===== config.mk =====
export PLATFORM = sky130hd
export DESIGN_NAME = wr_strobe_seq
export DESIGN_NICKNAME = d
export VERILOG_FILES = /design/src/rtl/wr_strobe_seq.sv
export SDC_FILE = /design/constraint.sdc
export NUM_CORES = 1
export LEC_CHECK = 0
export BUFFER_PORTS_ARGS = -buffer_cell sky130_fd_sc_hd__clkbuf_2
export CORE_AREA = 5 5 99 55
export CTS_CLUSTER_DIAMETER = 80
export DETAILED_ROUTE_END_ITERATION = 10
export DIE_AREA = 0 0 104 60
export GPL_TIMING_DRIVEN = 0
export PLACE_DENSITY = 0.77
export SLEW_MARGIN = 20
export SYNTH_ARGS = -nofsm -noshare
export SYNTH_HDL_FRONTEND = slang
export SYNTH_SLANG_ARGS = --single-unit

===== constraint.sdc =====
create_clock -name clk -period 2.7 [get_ports clk]
set_clock_uncertainty 0.05 [all_clocks]
set_input_delay 0.135 -clock clk [delete_from_list [all_inputs] [get_ports clk]]
set_output_delay 0.135 -clock clk [all_outputs]
set_load 0.1 [all_outputs]

===== src/rtl/wr_strobe_seq.sv =====
module wr_strobe_seq #(
  parameter int DW = 16,
  parameter int CW = 4
) (
  input  logic          clk,
  input  logic          rst_n,
  input  logic          req_valid,
  output logic          req_ready,
  input  logic          req_rs,
  input  logic [DW-1:0] req_data,
  input  logic [CW-1:0] addr_setup_cyc,
  input  logic [CW-1:0] addr_hold_cyc,
  input  logic [CW-1:0] data_setup_cyc,
  input  logic [CW-1:0] data_hold_cyc,
  input  logic [CW-1:0] turn_cyc,
  output logic          bus_cs_n,
  output logic          bus_wr_n,
  output logic          bus_rs,
  output logic [DW-1:0] bus_data,
  output logic          bus_data_oe
);
  localparam int NPH = 5;
  localparam logic [2:0] P_AS = 3'd0, P_AH = 3'd1, P_DS = 3'd2,
                         P_DH = 3'd3, P_TA = 3'd4, P_IDLE = 3'd5;

  logic [2:0]              ph, nxt_cont, nxt_new;
  logic [CW-1:0]           cnt;
  logic [NPH-1:0][CW-1:0]  len_q, len_in;
  logic [DW-1:0]           data_q;
  logic                    rs_q, last, accept;

  assign len_in = {turn_cyc, data_hold_cyc, data_setup_cyc, addr_hold_cyc, addr_setup_cyc};

  always_comb begin
    nxt_cont = P_IDLE;
    nxt_new  = P_IDLE;
    for (int i = NPH - 1; i >= 0; i--) begin
      if (len_q[i] != '0 && 3'(i) > ph) nxt_cont = 3'(i);
      if (len_in[i] != '0) nxt_new = 3'(i);
    end
  end

  assign last      = (ph != P_IDLE) && (cnt == CW'(1));
  assign req_ready = (ph == P_IDLE) || (last && nxt_cont == P_IDLE);
  assign accept    = req_valid && req_ready;

  always_ff @(posedge clk or negedge rst_n) begin
    if (!rst_n) begin
      ph     <= P_IDLE;
      cnt    <= '0;
      len_q  <= '0;
      data_q <= '0;
      rs_q   <= 1'b0;
    end else if (accept) begin
      len_q  <= len_in;
      data_q <= req_data;
      rs_q   <= req_rs;
      ph     <= nxt_new;
      cnt    <= (nxt_new == P_IDLE) ? '0 : len_in[nxt_new];
    end else if (last) begin
      ph  <= nxt_cont;
      cnt <= (nxt_cont == P_IDLE) ? '0 : len_q[nxt_cont];
    end else if (ph != P_IDLE) begin
      cnt <= cnt - CW'(1);
    end
  end

  assign bus_cs_n    = (ph > P_DH);
  assign bus_wr_n    = (ph != P_DS);
  assign bus_rs      = rs_q;
  assign bus_data    = data_q;
  assign bus_data_oe = (ph <= P_DH) && (ph != P_TA);
endmodule


After elaboration in Yosys (flattened, before gate mapping)
Cells that the tools add are included.
W data, S select, Z words.
{"block": "totals", "reg_bits": 44, "out_inout_bits": 21}
{"block": "op_classes", "n_addsub": 1, "order_cmp": 9, "eq_ne": 7, "mux": 21, "n_reduce_logical": 22}
{"cell": "$reduce_bool A4 Y1", "count": 10}
{"cell": "$mux W3", "count": 10}
{"cell": "$mux W4", "count": 7}
{"cell": "$bmux W4 S3", "count": 2}
{"cell": "$eq A3 B3 Y1 const B", "count": 3}
{"cell": "$logic_and A1 B1 Y1", "count": 9}
{"cell": "$lt A3 B4 Y1 const B", "count": 2}
{"cell": "$gt A1 B3 Y1 const A", "count": 2}
{"cell": "$gt A2 B3 Y1 const A", "count": 2}
{"cell": "$ne A3 B3 Y1 const B", "count": 2}
{"cell": "$eq A4 B1 Y1 const B", "count": 1}
{"cell": "$sub A4 B1 Y4 const B", "count": 1}
{"cell": "$gt A3 B2 Y1 const B", "count": 1}
{"cell": "$gt A3 B3 Y1 const A", "count": 1}
{"cell": "$le A3 B2 Y1 const B", "count": 1}
{"cell": "$ne A3 B2 Y1 const B", "count": 1}
{"cell": "$reduce_bool A3 Y1", "count": 1}
{"cell": "$mux W1", "count": 2}
{"cell": "$reduce_bool A2 Y1", "count": 1}
{"cell": "$logic_or A1 B1 Y1", "count": 1}

Logic depth before layout (Yosys ltp)
{"block": "depth", "word_depth": 12, "depth_mapped": 9}

Worst setup path after synthesis
OpenSTA, ideal clock, no wires.
{"block": "synth_path", "path_kind": "reg2out", "from": "register len_q[4] (netlist name)", "to": "output port req_ready", "arrival_ns": 2.352, "t_required_ns": 2.515, "slack_ns": 0.163, "path_stages_with_launch": 5, "path_buffers": 0, "cell_sequence": "dfrtp_1 > or4_4 > a222oi_1 > o211ai_1 > nand2_1"}
{"block": "synth_via", "elab_chain_cells": 7}
{"element": "start, declared", "line_no": "28", "text": "logic [NPH-1:0][CW-1:0] len_q, len_in;"}
{"element": "start signal, assigned", "line_no": "55", "text": "len_q <= len_in;"}
{"element": "$reduce_bool A4 Y1", "line_no": "38", "text": "if (len_q[i] != '0 && 3'(i) > ph) nxt_cont = 3'(i);"}
{"element": "$logic_and A1 B1 Y1", "line_no": "38"}
{"element": "$mux W3 (2 in series)", "line_no": "38"}
{"element": "$eq A3 B3 Y1", "line_no": "44", "text": "assign req_ready = (ph == P_IDLE) || (last && nxt_cont == P_IDLE);"}
{"element": "$logic_and A1 B1 Y1", "line_no": "44"}
{"element": "$logic_or A1 B1 Y1", "line_no": "44"}
{"element": "end, declared", "line_no": "8", "text": "output logic req_ready,"}
No other way between the ends.

Worst setup path in the final report
{"block": "layout_path", "from": "register ph[2]", "to": "register cnt[2]"}
{"block": "layout_via", "elab_chain_cells": 12, "word_cells_on_any_way": 28, "classes_between": "5 x order compare; 3 x eq/ne; 10 x mux; 10 x reduce/logical"}
{"element": "start, declared", "line_no": "26", "text": "logic [2:0] ph, nxt_cont, nxt_new;"}
{"element": "start signal, assigned", "line_no": "58", "text": "ph <= nxt_new;"}
{"element": "start signal, assigned", "line_no": "61", "text": "ph <= nxt_cont;"}
{"element": "$gt A3 B3 Y1", "line_no": "38"}
{"element": "$logic_and A1 B1 Y1", "line_no": "38"}
{"element": "$mux W1", "line_no": "38"}
{"element": "$mux W3 (4 in series)", "line_no": "38"}
{"element": "$bmux W4 S3 or $eq A3 B3 Y1 (tied branches)", "line_no": "62, 44"}
{"element": "$mux W4 (implied by the code) or $logic_and A1 B1 Y1 (tied branches)", "line_no": "62, 44"}
{"element": "$mux W4 or $logic_or A1 B1 Y1 (tied branches)", "line_no": "62, 44"}
{"element": "$mux W4 or $logic_and A1 B1 Y1 (tied branches)", "line_no": "60, 45"}
{"element": "$mux W4 or $reduce_bool A3 Y1 (tied branches)"}
{"element": "end signal, assigned", "line_no": "59", "text": "cnt <= (nxt_new == P_IDLE) ? '0 : len_in[nxt_new];"}
{"element": "end signal, assigned", "line_no": "62", "text": "cnt <= (nxt_cont == P_IDLE) ? '0 : len_q[nxt_cont];"}
{"element": "end signal, assigned", "line_no": "64", "text": "cnt <= cnt - CW'(1);"}
{"element": "end, declared", "line_no": "27", "text": "logic [CW-1:0] cnt;"}
Several ways; a longest one is shown, not always the timed one. The select of a mux whose other input is x is not followed.
A chain may end at the register's enable or synchronous reset.

==> results by group <==
Synth
  • Ys async rst share: 100%
  • Synth warn: 0
  • Mean area per synthesized cell: 8.25 sq um
  • Adder-Cell Fraction of Synth Area: 1.14%
  • Post-synth top flop: dfrtp_1
  • Post-synthesis mux area share: 0%
  • Compound-gate portion of the synthesized area: 18.5%
  • EDFF count, synth: 0
  • Sequential element share of the synthesized area: 45.6%
  • Syn nets: 309
  • Register bit total from synthesis: 40
  • Xor/xnor share of the synthesized area: 0.795%
  • Synth unique cells: 50
  • Mapped Cells: 267
  • Largest family of logic cells by synthesized area: simple AND/OR/NAND/NOR gates
  • Post-Syn Area: 2200 sq um
  • Synth Area in Simple Gates: 29.0%

Floorplanning
  • CORE AREA: 4590 sq um
  • Die width: 104 um
  • Die Ht: 60 um
  • Die area: 6240 sq um
  • Num rows: 18
  • Initial Utilization: 47.9%
  • # IOs: 61

Global routing
  • Global-route wire length before repair: 10.7 mm
  • Vias in the first global route: 2123
  • Largest net degree at the start of global routing: 41
  • Total grt overflow: 0
  • Gr usage total: 21.7%
  • Antenna violations before repair: 0

Min path
  • Min-Delay Path Class: input pin to register
  • Hold_sp: req_data[4]
  • Hold endpoint: bus_data[4]
  • Hold Crit Depth: 3

Worst setup path
  • Crit path DAT: 2.69 ns
  • R2R Path Start: ph[2]
  • CP cell instances: clkbuf_1 -> nor3_2 -> a222oi_1 -> buf_4 -> a22oi_2 -> a2111oi_1 -> a211oi_1
  • Worst path required time: 2.81 ns
  • CP max stage delay: 0.52 ns
  • Critical Path Slowest Stage Cell: dfstp_2
  • Worst-path fanout max: 8
  • Crit. End Element: register
  • Reg2Reg Depth: 7
  • FF-to-FF setup slack: 0.12 ns
  • CP Class: register to register
  • Startpoint Class: register
  • Critical R2R Capture: cnt[2]

STA
  • Setup WS post-layout: 0.120 ns
  • Final setup viols: 0
  • Tmin final: 2.58 ns
  • Final Slew Violations: 0
  • Max-slew headroom: 40.7%
  • Final hold vios: 0
  • RSZ-0062 raised after global routing: no
  • Final worst-path cycle share: 95.5%
  • Worst Tran Pin Value: 0.890 ns
  • Max Fclk: 0.388 GHz

Clocking
  • CTS Buffer Depth: 2
  • H-tree Lvls: 2
  • Reg clk slew, reported paths: 0.08 ns
  • CTS sink cnt: 40
  • CTS tree: yes
  • Clk_lat worst skew: 0.29 ns
  • Clk root buf: clkbuf_8
  • Num CTS Buffers: 5

Cells and area
  • Most common cell after layout, fill and taps aside: nand2_1
  • Share of cells above drive strength 1: 24.6%
  • Commonest non-fill, non-tap cells in the layout: 107 x nand2_1, 58 x clkbuf_2, 38 x dfrtp_1
  • Final net count: 394
  • Final instance area: 2880 sq um
  • # diodes: 0
  • FILL cells: 420
  • Layout area overhead: 30.7%
  • Fin util: 62.6%

Placed design
  • Port Buffer Count: 60
  • Pre-CTS WS: -0.00794 ns
  • GPL Wtd Cong: 0.914
  • Detailed Place HPWL: 4.74 mm
  • Placed instance area: 2580 sq um

Power and ir drop
  • Worst vdd ir: 0.000773 V
  • Power density cells: 1410 nW/um^2
  • Lkg Pwr: 1.45 nW

Detailed routing
  • # DRC: 0
  • Routed WL per cell: 15.9 um
  • Final ANT Viol Nets: 0
  • DRT Wirelength: 6.55 mm
  • DR pass1 iterations: 7
  • Vias: 2336
  • Via/cell ratio: 5.66
  • Initial drt markers: 172

Flow run
  • Max-cap violation count: 0

Run status
  • Outcome: complete, no violations
-- synth_stat cells (2+ instances only) --
master / n / area [sq um]
a211oi_1: 4 / 30.0
nand2_1: 107 / 402
buf_4: 5 / 37.5
dfrtp_1: 38 / 951
o311a_1: 2 / 20.0
ha_1: 2 / 25.0
a31oi_1: 3 / 18.8
or4_1: 4 / 30.0
clkbuf_1: 4 / 15.0
nor2_1: 11 / 41.3
dfstp_2: 2 / 52.6
nand2b_1: 3 / 18.8
o21ai_0: 9 / 45.0
nor3_1: 2 / 10.0
a221oi_1: 2 / 17.5
xnor2_1: 2 / 17.5
a21o_1: 2 / 15.0
a22oi_1: 2 / 15.0
a221o_1: 2 / 20.0
a21oi_1: 9 / 45.0
buf_2: 3 / 15.0
inv_1: 8 / 30.0
and2_1: 2 / 12.5
o211ai_1: 4 / 30.0
nand3_1: 2 / 10.0
nor4_1: 9 / 56.3
-- worst max-delay path by stage --
stage                        start         to  slack, ns  cells past startpoint
final                        ph[2]     cnt[2]       0.12                      7
after global routing         ph[2]  req_ready     0.0003                      6
after CTS                    ph[2]  req_ready       0.06                      6
after detailed placement     ph[2]     cnt[2]     -0.008                      6
after global placement       ph[2]     cnt[2]      0.004                      6
after floorplan           len_q[4]  req_ready       0.16                      4
-- layer usage --
metal | wire (um) | GRT usage [%]
met4 | 59 | 4.98
met3 | 657 | 6.36
met5 | 0 | 0
met2 | 2720 | 31.1
met1 | 3120 | 32.1
-- flip-flops by register name, indices dropped and copies added (netlist names) --
| signal | cells |
|---|---|
| len_q | 16 |
| bus_data | 16 |
| ph | 3 |
| bus_rs | 1 |
| cnt | 4 |
-- what timing repair did --
item,4_1_cts,5_1_grt
gates resized for setup,1,3
endpoints found under the setup margin,2,2
endpoints found under the hold margin,54,0
hold buffers,17,0
buffers inserted,1,0
pin swaps,1,0
-- stage by stage --
step           hold slack (ns)  setup TNS (ns)  power, mW  cells
2_1_floorplan           -0.211               0       2.98    267
3_3_place_gp             0.274               0       3.42    387
3_5_place_dp             0.280        -0.00794       3.47    387
4_1_cts                0.00458               0       4.01    413
5_1_grt                 0.0128               0       4.26    413
6_report               0.00185               0       4.04    413
-- final cells by class --
type                    count  area (sq um)  share of cell area (%)
inverters                   8          30.0                    1.04
well taps                  60          75.1                    2.61
clock inverters             2          35.0                    1.22
plain buffers              13          78.8                    2.74
repair buffers             78           480                    16.7
multi-input cells         206          1100                    38.3
flip-flops and latches     40          1000                    34.9
clock buffers               6          72.6                    2.52
-- kinds of logic after synthesis --
kind of cell,Yosys count
buffers and inverters,21
flip-flops,40
AO/OA/AOI/OAI,55
XOR/XNOR,2
adder cells (fa/ha/maj),2
AND/OR/NAND/NOR,147
-- critical path, delay by kind of cell (launching register included) --
| kind | cells | cell delay [ns] |
|---|---|---|
| AOI/OAI and AO/OA | 4 | 1.18 |
| DFF | 1 | 0.52 |
| buffers and inverters | 2 | 0.52 |
| and+or+nand+nor | 1 | 0.17 |
-- where the power goes --
| group | internal (mW) | switching, mW |
|---|---|---|
| clock network | 0.274 | 0.215 |
| logic | 0.619 | 1.81 |
| registers | 0.891 | 0.233 |
No activity file was read; power rests on OpenSTA's default activity.
